<file path="config.mk">
export PLATFORM = sky130hd
export DESIGN_NAME = gpio_edge_irq
export DESIGN_NICKNAME = d
export VERILOG_FILES = /design/src/rtl/gpio_edge_pkg.sv /design/src/rtl/gpio_pin_sync.sv /design/src/rtl/gpio_edge_regs.sv /design/src/rtl/gpio_edge_irq.sv
export SDC_FILE = /design/constraint.sdc
export NUM_CORES = 1
export LEC_CHECK = 0
export BUFFER_PORTS_ARGS = -buffer_cell sky130_fd_sc_hd__buf_2
export CAP_MARGIN = 20
export CORE_ASPECT_RATIO = 1.5
export CORE_MARGIN = 1.5
export CORE_UTILIZATION = 42
export DETAILED_ROUTE_END_ITERATION = 16
export SETUP_SLACK_MARGIN = 0.4
export SKIP_LAST_GASP = 1
export SYNTH_ARGS = -nofsm -noshare
export SYNTH_HDL_FRONTEND = slang
export SYNTH_HIERARCHICAL = 1
export SYNTH_SLANG_ARGS = --single-unit
</file>
<file path="constraint.sdc">
create_clock -name clk -period 2.7 [get_ports clk]
set_clock_uncertainty 0.15 [all_clocks]
set_input_delay 0 -clock clk [delete_from_list [all_inputs] [get_ports clk]]
set_output_delay 0 -clock clk [all_outputs]
set_load 0.005 [all_outputs]
</file>
<file path="src/rtl/gpio_edge_pkg.sv">
package gpio_edge_pkg;

    localparam int unsigned WORD_W = 32;
    localparam int unsigned ADDR_W = 9;
    localparam int unsigned NBANK  = 4;
    localparam int unsigned TOTAL  = NBANK * WORD_W;

    typedef enum logic [1:0] {
        SEL_NONE,
        SEL_RISE,
        SEL_FALL,
        SEL_STAT
    } reg_sel_e;

    typedef struct packed {
        reg_sel_e   sel;
        logic [1:0] bank;
    } reg_hit_t;

    // Word map: three words per register in the low page, one in the high page.
    function automatic reg_hit_t decode_addr(input logic [ADDR_W-1:0] a);
        reg_hit_t   h;
        logic [7:0] lo;
        logic [7:0] d;
        h.sel  = SEL_NONE;
        h.bank = 2'd0;
        lo     = a[7:0];
        d      = 8'h00;
        if (a[1:0] == 2'b00) begin
            if (!a[8]) begin
                if (lo >= 8'h30 && lo < 8'h3C) begin
                    h.sel = SEL_RISE;
                    d     = lo - 8'h30;
                end else if (lo >= 8'h3C && lo < 8'h48) begin
                    h.sel = SEL_FALL;
                    d     = lo - 8'h3C;
                end else if (lo >= 8'h48 && lo < 8'h54) begin
                    h.sel = SEL_STAT;
                    d     = lo - 8'h48;
                end
                h.bank = d[3:2];
            end else begin
                h.bank = 2'd3;
                unique case (lo)
                    8'h30:   h.sel = SEL_RISE;
                    8'h3C:   h.sel = SEL_FALL;
                    8'h48:   h.sel = SEL_STAT;
                    default: h.sel = SEL_NONE;
                endcase
            end
        end
        return h;
    endfunction

endpackage

</file>
<file path="src/rtl/gpio_pin_sync.sv">
module gpio_pin_sync #(
    parameter int unsigned NPINS = 121
) (
    input  logic             clk,
    input  logic             rst_n,
    input  logic [NPINS-1:0] pin_i,
    output logic [NPINS-1:0] lvl_o,
    output logic [NPINS-1:0] rise_o,
    output logic [NPINS-1:0] fall_o
);

    for (genvar i = 0; i < NPINS; i++) begin : g_pin
        logic meta_q;
        logic lvl_q;
        logic prev_q;

        always_ff @(posedge clk or negedge rst_n) begin
            if (!rst_n) begin
                meta_q <= 1'b0;
                lvl_q  <= 1'b0;
                prev_q <= 1'b0;
            end else begin
                meta_q <= pin_i[i];
                lvl_q  <= meta_q;
                prev_q <= lvl_q;
            end
        end

        assign lvl_o[i]  = lvl_q;
        assign rise_o[i] = lvl_q & ~prev_q;
        assign fall_o[i] = ~lvl_q & prev_q;
    end

endmodule

</file>
<file path="src/rtl/gpio_edge_regs.sv">
module gpio_edge_regs
    import gpio_edge_pkg::*;
#(
    parameter int unsigned NPINS = 121
) (
    input  logic              clk,
    input  logic              rst_n,
    input  logic              reg_we,
    input  logic [ADDR_W-1:0] reg_addr,
    input  logic [WORD_W-1:0] reg_wdata,
    output logic [WORD_W-1:0] reg_rdata,
    input  logic [NPINS-1:0]  rise_p,
    input  logic [NPINS-1:0]  fall_p,
    output logic [NPINS-1:0]  rise_en,
    output logic [NPINS-1:0]  fall_en,
    output logic [NPINS-1:0]  status,
    output logic [NPINS-1:0]  edge_hit
);

    localparam logic [TOTAL-1:0] VALID =
        (NPINS >= TOTAL) ? {TOTAL{1'b1}} : ((TOTAL'(1) << NPINS) - TOTAL'(1));

    reg_hit_t         hit;
    logic [TOTAL-1:0] lane;
    logic [TOTAL-1:0] wide_wdata;
    logic [TOTAL-1:0] rise_q;
    logic [TOTAL-1:0] fall_q;
    logic [TOTAL-1:0] stat_q;
    logic [TOTAL-1:0] hit_wide;
    logic [TOTAL-1:0] clr_wide;
    logic             rise_wr;
    logic             fall_wr;
    logic             stat_wr;

    assign hit        = decode_addr(reg_addr);
    assign wide_wdata = {NBANK{reg_wdata}};
    assign rise_wr    = reg_we && (hit.sel == SEL_RISE);
    assign fall_wr    = reg_we && (hit.sel == SEL_FALL);
    assign stat_wr    = reg_we && (hit.sel == SEL_STAT);

    for (genvar b = 0; b < NBANK; b++) begin : g_lane
        assign lane[b*WORD_W +: WORD_W] = {WORD_W{hit.bank == 2'(b)}};
    end

    assign hit_wide = ((TOTAL'(rise_p) & rise_q) | (TOTAL'(fall_p) & fall_q)) & VALID;
    assign clr_wide = stat_wr ? (wide_wdata & lane) : '0;

    always_ff @(posedge clk or negedge rst_n) begin
        if (!rst_n) begin
            rise_q <= '0;
            fall_q <= '0;
            stat_q <= '0;
        end else begin
            if (rise_wr) begin
                rise_q <= ((rise_q & ~lane) | (wide_wdata & lane)) & VALID;
            end
            if (fall_wr) begin
                fall_q <= ((fall_q & ~lane) | (wide_wdata & lane)) & VALID;
            end
            stat_q <= ((stat_q & ~clr_wide) | hit_wide) & VALID;
        end
    end

    always_comb begin
        unique case (hit.sel)
            SEL_RISE: reg_rdata = rise_q[{hit.bank, 5'd0} +: WORD_W];
            SEL_FALL: reg_rdata = fall_q[{hit.bank, 5'd0} +: WORD_W];
            SEL_STAT: reg_rdata = stat_q[{hit.bank, 5'd0} +: WORD_W];
            default:  reg_rdata = '0;
        endcase
    end

    assign rise_en  = rise_q[NPINS-1:0];
    assign fall_en  = fall_q[NPINS-1:0];
    assign status   = stat_q[NPINS-1:0];
    assign edge_hit = hit_wide[NPINS-1:0];

endmodule

</file>
<file path="src/rtl/gpio_edge_irq.sv">
module gpio_edge_irq
    import gpio_edge_pkg::*;
#(
    parameter int unsigned NPINS = 121
) (
    input  logic              clk,
    input  logic              rst_n,
    input  logic [NPINS-1:0]  pin_i,
    input  logic              reg_we,
    input  logic [ADDR_W-1:0] reg_addr,
    input  logic [WORD_W-1:0] reg_wdata,
    output logic [WORD_W-1:0] reg_rdata,
    output logic              irq_pin0,
    output logic              irq_pin1,
    output logic              irq_shared
);

    logic [NPINS-1:0] pin_lvl;
    logic [NPINS-1:0] rise_p;
    logic [NPINS-1:0] fall_p;
    logic [NPINS-1:0] rise_en;
    logic [NPINS-1:0] fall_en;
    logic [NPINS-1:0] status;
    logic [NPINS-1:0] edge_hit;

    gpio_pin_sync #(.NPINS(NPINS)) u_sync (
        .clk    (clk),
        .rst_n  (rst_n),
        .pin_i  (pin_i),
        .lvl_o  (pin_lvl),
        .rise_o (rise_p),
        .fall_o (fall_p)
    );

    gpio_edge_regs #(.NPINS(NPINS)) u_regs (
        .clk       (clk),
        .rst_n     (rst_n),
        .reg_we    (reg_we),
        .reg_addr  (reg_addr),
        .reg_wdata (reg_wdata),
        .reg_rdata (reg_rdata),
        .rise_p    (rise_p),
        .fall_p    (fall_p),
        .rise_en   (rise_en),
        .fall_en   (fall_en),
        .status    (status),
        .edge_hit  (edge_hit)
    );

    assign irq_pin0   = status[0];
    assign irq_pin1   = status[1];
    assign irq_shared = |status[NPINS-1:2];

endmodule

</file>
Yosys cells after proc, flatten, opt, wreduce, memory -nomap -nowiden
Cells that the tools add are included.
{ "word_totals": {"out_inout_bits": 35, "ff_bits": 726} }
{ "op_classes": {"magnitude_cmp": 6, "mux": 11, "n_addsub": 3, "n_bitwise": 496, "n_shift": 3, "n_eq_ne": 9, "reduce_logical": 9} }
{ "ops": {"columns": ["operator", "count"], "rows": [
  ["$and 121x121->121", 6],
  ["$or 121x121->121", 4],
  ["$shiftx 128x8->32", 3],
  ["$and 1x1->1", 242],
  ["$not 1->1", 242],
  ["$not 121->121", 2],
  ["$mux 121", 1],
  ["$reduce_or 119->1", 1],
  ["$pmux 32 s3", 1],
  ["$mux 4", 5],
  ["$eq 8x6->1 const B", 2],
  ["$ge 8x6->1 const B", 2],
  ["$lt 8x7->1 const B", 2],
  ["$eq 2x2->1 const B", 4],
  ["$eq 8x7->1 const B", 1],
  ["$ge 8x7->1 const B", 1],
  ["$lt 8x6->1 const B", 1],
  ["$sub 4x4->4 const B", 2],
  ["$logic_and 1x1->1", 6],
  ["$mux 2", 3],
  ["$pmux 2 s3", 1],
  ["$eq 2x1->1 const B", 2],
  ["$logic_not 2->1", 2],
  ["$sub 4x1->4 const B", 1]
]} }

Longest topological paths before layout
Gate-level depths: netlist (run 1).
{ "depth": {"ltp_word": 13, "mapped_depth": 12, "mapped_depth_nobuf": 9} }

Hierarchy
The synthesis (run 1) kept the hierarchy.
{ "by_module_without_submodules": {"columns": ["module", "seq_area_each_um2", "n_inst", "cells_per_inst", "area_per_inst_um2"], "rows": [
  ["gpio_edge_regs", 9083.7, 1, 1702, 17397.9],
  ["gpio_pin_sync", 9083.7, 1, 726, 12111.6],
  ["gpio_edge_irq", 0.0, 1, 41, 256.5]
]} }

Worst setup path after synthesis (run 1)
OpenSTA, ideal clock, no wires.
{ "synth_timing": {"path_type": "in2reg", "start": "input reg_addr[2]", "end": "register u_regs.stat_q[34]", "setup_time_ns": 0.118, "path_stages": 10, "setup_slack_ns": 0.246, "arrival_ns": 2.186, "path_cell_list": "ha_1 > and4b_1 > o211a_1 > or4_4 > nor3_2 > and3_1 > buf_2 > buf_4 > nand2_1 > a21o_1"} }
{ "synth_via": {"elab_chain_len": 13, "elab_cells_between_ends": 32, "cone_classes": "add/sub: 3; order compare: 6; eq/ne: 5; mux: 10; bitwise: 4; reduce/logical: 4"} }
{ "synth_lines": {"columns": ["item", "line_no", "rtl"], "rows": [
  ["start: declaration", "gpio_edge_irq.sv:10", "input logic [ADDR_W-1:0] reg_addr,"],
  ["$ge 8x7->1 / $lt 8x7->1 (equally long branches)", "gpio_edge_pkg.sv:37", "end else if (lo >= 8'h48 && lo < 8'h54) begin"],
  ["$logic_and 1x1->1", "gpio_edge_pkg.sv:37", null],
  ["$mux 4 / $mux 2 (equally long branches)", "gpio_edge_pkg.sv:37", null],
  ["$mux 4 / $mux 2 (equally long branches)", "gpio_edge_pkg.sv:34", "end else if (lo >= 8'h3C && lo < 8'h48) begin"],
  ["$mux 4 / $mux 2 (equally long branches)", "gpio_edge_pkg.sv:31", "if (lo >= 8'h30 && lo < 8'h3C) begin"],
  ["$mux 4 *", "gpio_edge_pkg.sv:30", "if (!a[8]) begin"],
  ["$mux 4 *", "gpio_edge_pkg.sv:29", "if (a[1:0] == 2'b00) begin"],
  ["$eq 2x1->1 / $eq 2x2->1 (equally long branches)", "gpio_edge_regs.sv:42, gpio_edge_regs.sv:39", null],
  ["$and 121x121->121 / $logic_and 1x1->1 (equally long branches)", "gpio_edge_regs.sv:46, gpio_edge_regs.sv:39", null],
  ["$mux 121 *", "gpio_edge_regs.sv:46", "assign clr_wide = stat_wr ? (wide_wdata & lane) : '0;"],
  ["$not 121->121 *", "gpio_edge_regs.sv:60", "stat_q <= ((stat_q & ~clr_wide) | hit_wide) & VALID;"],
  ["$and 121x121->121 *", "gpio_edge_regs.sv:60", null],
  ["$or 121x121->121 *", "gpio_edge_regs.sv:60", null],
  ["end signal: assignment", "gpio_edge_regs.sv:60", null],
  ["end: declaration", "gpio_edge_regs.sv:28", "logic [TOTAL-1:0] stat_q;"]
]} }
Every way passes the cells marked *; elsewhere a longest branch is shown, timed or not.
A chain may end at the register's enable or synchronous reset.

Worst setup path after layout (run 1)
{ "layout_timing": {"start": "register u_regs.stat_q[42]", "end": "output irq_shared"} }
{ "layout_via": {"elab_chain_len": 1} }
{ "layout_lines": {"columns": ["item", "line_no", "rtl"], "rows": [
  ["$reduce_or 119->1", "gpio_edge_irq.sv:52", "assign irq_shared = |status[NPINS-1:2];"],
  ["end: declaration", "gpio_edge_irq.sv:15", "output logic irq_shared"]
]} }
Every way passes these cells.

==> impl_metrics.json, run 1 <==
{
  "status": "complete, no violations",
  "chipWidth_um": 217,
  "power.share.sequential": 0.496,
  "syn_to_final_growth_pct": 38.7,
  "start_kind": "flop",
  "drt_wl_total_um": 94100,
  "busiest_layer": "met2",
  "synth_nets": 2516,
  "firstDrtPassIters": 5,
  "arrival_ns": 2.50,
  "start_util": 0.425,
  "crit_slowest_cell": "dfrtp_1",
  "grt_usage": 0.270,
  "grt_max_degree": 96,
  "die_h_um": 324,
  "place_congestion": 0.877,
  "grt_use_met2": 0.464,
  "dp_hpwl_um": 60100,
  "period_needed_ns": 2.65,
  "antenna_found_initial": 4,
  "p_sw_mw": 6.61,
  "swShare": 0.254,
  "cts_inserted_buffers": 71,
  "path_max_fanout": 3,
  "layout-drive-gt1-share": 0.331,
  "p_clk_frac": 0.395,
  "design.core.area_um2": 67900,
  "cts_tree": "done",
  "holdWs_ns": 0.0878,
  "syn_avg_cell_area_um2": 12.3,
  "p_leak_nw": 18.7,
  "path_cells": "nor4_1 -> buf_4 -> nand4_1 -> nor4_2 -> nand2_2 -> buf_2",
  "rsz0062_at_grt": "true",
  "p_int_mw": 19.4,
  "use_met1": 0.337,
  "io_pins": 200,
  "grtUsageMet3": 0.0409,
  "portBuffers": 199,
  "crit_type": "reg -> out",
  "worst_ep_required_time_ns": 2.55,
  "clkSlewWorstSetupHoldPaths_ns": 0.06,
  "hold_violations": 0,
  "pwr-share-comb": 0.109,
  "peakVddDrop_uv": 559,
  "fmax_ghz": 0.377,
  "slowest_delay_ns": 0.48,
  "wl_per_cell_um": 23.6,
  "cap_violations": 0,
  "setup_viol": 0,
  "r2r_setup_slack_ns": 1.37,
  "first_global_vias": 23000,
  "route.detailed.drc": 0,
  "max_slew_margin": 0.598,
  "num_vias": 21900,
  "drtIter0Drc": 1586,
  "ant_nets": 0,
  "netlist_area_um2": 28900,
  "grt_first_pass_wirelength_um": 142000,
  "cts_buffer_depth": 3,
  "synth_cells": 2348,
  "fin_nets": 3206,
  "worst_pin_slew_ns": 0.603,
  "rows": 117,
  "worstHoldPathType": "in -> reg",
  "clock_sinks": 726,
  "p_per_area_nw_per_um2": 651,
  "cts-root-buf": "clkbuf_16",
  "htreeDepth": 3,
  "vias_per_cell": 5.49,
  "yosys_warnings": 6,
  "die_area_um2": 70300,
  "endpoint_kind": "primary output",
  "fin_crit_sh": 0.982,
  "overflow": 0,
  "insertion_delay_ns": 0.64,
  "slew_viol_final": 0,
  "post-route-util": 0.589
}
[final cells by class]
type | count | area [um2]
Timing Repair Buffer | 721 | 6940
Multi-Input combinational cell | 1480 | 11300
Sequential cell | 726 | 18200
Fill cell | 5527 | 27900
Inverter | 38 | 145
Clock buffer | 101 | 2040
Tap cell | 892 | 1120
Clock inverter | 29 | 344
Antenna cell | 1 | 2.50
[critical path: cells and delay by family, from the launching register on]
kind | cells | cell delay, ns
buffers and inverters | 2 | 0.34
flip-flops | 1 | 0.48
AND/OR/NAND/NOR | 4 | 1.05
[power by group through the flow]
stage / clock [mW] / combinational (mW) / sequential [mW]
3_5_place_dp: 0 / 2.19 / 13.0
4_1_cts: 10.5 / 2.74 / 12.9
3_3_place_gp: 0 / 2.13 / 13.0
6_report: 10.3 / 2.85 / 12.9
5_1_grt: 10.9 / 3.09 / 13.0
2_1_floorplan: 0 / 1.23 / 12.5
[metrics by stage]
stage          power, mW  setup TNS, ns  cell area [um2]  instances  setup WS, ns
2_1_floorplan       13.8              0            29100       2348         0.337
3_3_place_gp        15.1         -47.42            32500       3493        -0.353
3_5_place_dp        15.2         -31.09            32500       3493        -0.268
4_1_cts             26.1              0            39200       3966        0.0253
5_1_grt             27.0              0            40000       3988        0.0416
6_report            26.1              0            40000       3988        0.0488
[worst paths after layout]
| kind | from | endpoint | depth (start not counted) |
|---|---|---|---|
| max | u_regs/stat_q[42]$_DFF_PN0_ | irq_shared | 6 |
| min | reg_wdata[25] | flop | 3 |
| max reg2reg | u_sync/g_pin[107].lvl_q$_DFF_PN0_ | u_regs/stat_q[107]$_DFF_PN0_ | 3 |
| min reg2reg | u_sync/g_pin[49].meta_q$_DFF_PN0_ | u_sync/g_pin[49].lvl_q$_DFF_PN0_ | 0 |
| max in group asynchronous | rst_n | u_sync/g_pin[80].meta_q$_DFF_PN0_ | 4 |
| min in group asynchronous | rst_n | async pin | 4 |
[per-layer routing]
| layer | vias to the layer above | part of all wire | wire (um) |
|---|---|---|---|
| met5 | - | 0.00026 | 24 |
| met3 | 198 | 0.055 | 5200 |
| met1 | 11200 | 0.40 | 37600 |
| met4 | 4 | 0.043 | 4050 |
| met2 | 790 | 0.50 | 47200 |
| li1 | 9722 | - | - |
[cells in the final DEF (no fill, tap or decap), types with 60 or more instances in the layout]
| cell type | instances |
|---|---|
| a21o_1 | 89 |
| a22o_1 | 121 |
| and2b_2 | 242 |
| buf_12 | 64 |
| buf_2 | 179 |
| buf_4 | 129 |
| clkbuf_16 | 76 |
| dfrtp_1 | 724 |
| dlygate4sd3_1 | 277 |
| mux2_1 | 70 |
| nand2_1 | 222 |
| nor2_1 | 84 |
| o21ai_0 | 162 |
| o21ai_1 | 60 |
[what timing repair did]
action	in CTS	in global routing
setup buffers	55	18
pin swaps	58	78
cloned	10	3
hold buffers	278	0
resized for setup	214	129
endpoints found under the setup margin	33	93
endpoints found under the hold margin	1210	0
Power figures use the tool's default switching activity.
==> run 2: changes to the inputs <==
--- a/config.mk
+++ b/config.mk
@@ -11,6 +11,7 @@
 export CORE_MARGIN = 1.5
 export CORE_UTILIZATION = 42
 export DETAILED_ROUTE_END_ITERATION = 16
+export GPL_TIMING_DRIVEN = 0
 export SETUP_SLACK_MARGIN = 0.4
 export SKIP_LAST_GASP = 1
 export SYNTH_ARGS = -nofsm -noshare
==> run 2 against run 1 <==
Compared with the run above: die area is the same; critical path depth down 1; utilization increased by 0.41 points; sequential share of layout area down 0.32 points; sequential power is essentially flat; highest routed layer unchanged; non-clock buffer count decreased by 32; design area grew 0.70%; maximum frequency fell by 4.0%; critical endpoint unchanged; the run now ends with negative hold slack, negative setup slack left; cell count is 0.75% lower; power increased by 2.1%; critical path type unchanged.
==> impl_metrics.json, run 2 (same netlist as run 1, synthesis figures left out) <==
{
  "drt_wl_total_um": 110000,
  "final_cell_mix": "dfrtp_1, dlygate4sd3_1, and2b_2, nand2_1, buf_2",
  "wl_per_cell_um": 27.8,
  "drtIter0Drc": 2454,
  "arrival_ns": 2.61,
  "syn_to_final_growth_pct": 39.6,
  "slew_viol_final": 0,
  "grt_max_degree": 130,
  "overflow": 0,
  "antenna_found_initial": 5,
  "num_vias": 22900,
  "p_per_area_nw_per_um2": 660,
  "hold_violations": 312,
  "rsz0062_at_grt": "true",
  "fin_nets": 3173,
  "setup_viol": 1,
  "design.core.area_um2": 67900,
  "layout-drive-gt1-share": 0.330,
  "chipWidth_um": 217,
  "ant_nets": 0,
  "start_kind": "flop",
  "htreeDepth": 3,
  "post-route-util": 0.593,
  "grt_usage": 0.313,
  "worst_pin_slew_ns": 0.826,
  "violations": "negative hold slack, negative setup slack",
  "cts_buffer_depth": 3,
  "p_leak_nw": 18.7,
  "cts-root-buf": "clkbuf_16",
  "fmax_ghz": 0.362,
  "portBuffers": 198,
  "fin_crit_sh": 1.02,
  "cap_violations": 0,
  "firstDrtPassIters": 7,
  "rows": 117,
  "peakVddDrop_uv": 577,
  "place_congestion": 0.934,
  "layout_commonest_cell": "dfrtp_1",
  "n_fill_cell": 5499,
  "layout_setup_ws_ns": -0.0608,
  "first_global_vias": 23500,
  "dp_hpwl_um": 69200,
  "endpoint_kind": "primary output",
  "clock_sinks": 726,
  "cts_inserted_buffers": 71,
  "route.detailed.drc": 0,
  "start_util": 0.425,
  "worst_ep_required_time_ns": 2.55,
  "multi_input_area_um2": 11500,
  "grt_first_pass_wirelength_um": 157000,
  "worstHoldPathType": "in -> async",
  "path_max_fanout": 3,
  "insertion_delay_ns": 0.64,
  "crit_type": "reg -> out",
  "ff_latch_area_um2": 18200,
  "max_slew_margin": 0.449,
  "io_pins": 200,
  "die_h_um": 324,
  "cts_tree": "done",
  "clkSlewWorstSetupHoldPaths_ns": 0.07,
  "fin_setup_tns_ns": -0.0608,
  "status": "complete, but fails checks",
  "die_area_um2": 70300,
  "vias_per_cell": 5.79,
  "holdWs_ns": -0.732,
  "period_needed_ns": 2.76
}
==> run 2: cell types whose count changed in the layout (fill, tap and decap cells not counted), moves of 15 or more <==
cell       before  now
clkbuf_2        0   15
buf_12         64   37
buf_4         129   59
buf_6          55   34
clkbuf_16      76   96
o21ai_0       162  146
==> run 2: power breakdown <==
part | internal (mW) | switching [mW] | leakage (nW) | total, mW
Sequential | 11.9 | 1.14 | 8.98 | 13.0
Clock | 6.41 | 4.39 | 1.23 | 10.8
Combinational | 1.52 | 1.29 | 8.47 | 2.81
Total | 19.8 | 6.82 | 18.7 | 26.6
==> run 2: metal layers <==
layer	global-route usage	vias to the layer above	part of all wire
met5	0	-	0.00028
met4	0.230	4	0.082
met3	0.0671	405	0.088
met2	0.498	1251	0.46
met1	0.374	11600	0.37
li1	-	9699	-
==> run 2: final cells by class <==
cell class / instances / share of cell area
Timing Repair Buffer: 584 / 0.134
Clock buffer: 93 / 0.0505
Inverter: 38 / 0.00369
Clock inverter: 38 / 0.0126
Multi-Input combinational cell: 1479 / 0.285
Buffer: 105 / 0.0355
Tap cell: 892 / 0.0277
Sequential cell: 726 / 0.451
Antenna cell: 3 / 0.000186
==> run 2: worst max-delay path: stages, from the launching register on <==
cell and delay [ns]:
dfrtp_1 0.43, nor4_4 0.54, nand4_1 0.37, nor4_2 0.30
nand2_1 0.17, buf_2 0.17
==> run 2: path summary, 6_finish.rpt <==
path / start / cells past startpoint / endpoint / slack, ns
min reg2reg: u_sync/g_pin[88].meta_q$_DFF_PN0_ / 0 / u_sync/g_pin[88].lvl_q$_DFF_PN0_ / 0.19
max in group asynchronous: rst_n / 4 / u_sync/g_pin[99].meta_q$_DFF_PN0_ / 0.84
min: rst_n / 1 / u_sync/g_pin[22].meta_q$_DFF_PN0_ / -0.73
max reg2reg: u_sync/g_pin[11].lvl_q$_DFF_PN0_ / 3 / u_regs/stat_q[11]$_DFF_PN0_ / 1.38
max: u_regs/stat_q[84]$_DFF_PN0_ / 5 / irq_shared / -0.06
min in group clk: reg_addr[1] / 6 / flop / 0.04
==> run 2: metrics by stage <==
stage / worst slack [ns] / cells / area [um2] / power, mW
6_report: -0.0608 / 3958 / 40300 / 26.6
5_1_grt: -0.0851 / 3956 / 40300 / 27.5
4_1_cts: 0.0258 / 3927 / 39200 / 26.5
3_5_place_dp: -2.07 / 3450 / 31500 / 15.1
3_3_place_gp: -13.49 / 3438 / 31200 / 15.0
2_1_floorplan: 0.337 / 2348 / 29100 / 13.8
==> run 2: repair_timing <==
action | in CTS | in global routing
endpoints found under the hold margin | 776 | 106
pin swaps | 68 | 56
gates cloned | 14 | 7
buffers inserted | 57 | 20
resized for setup | 422 | 217
endpoints found under the setup margin | 358 | 296
hold buffers | 275 | 1
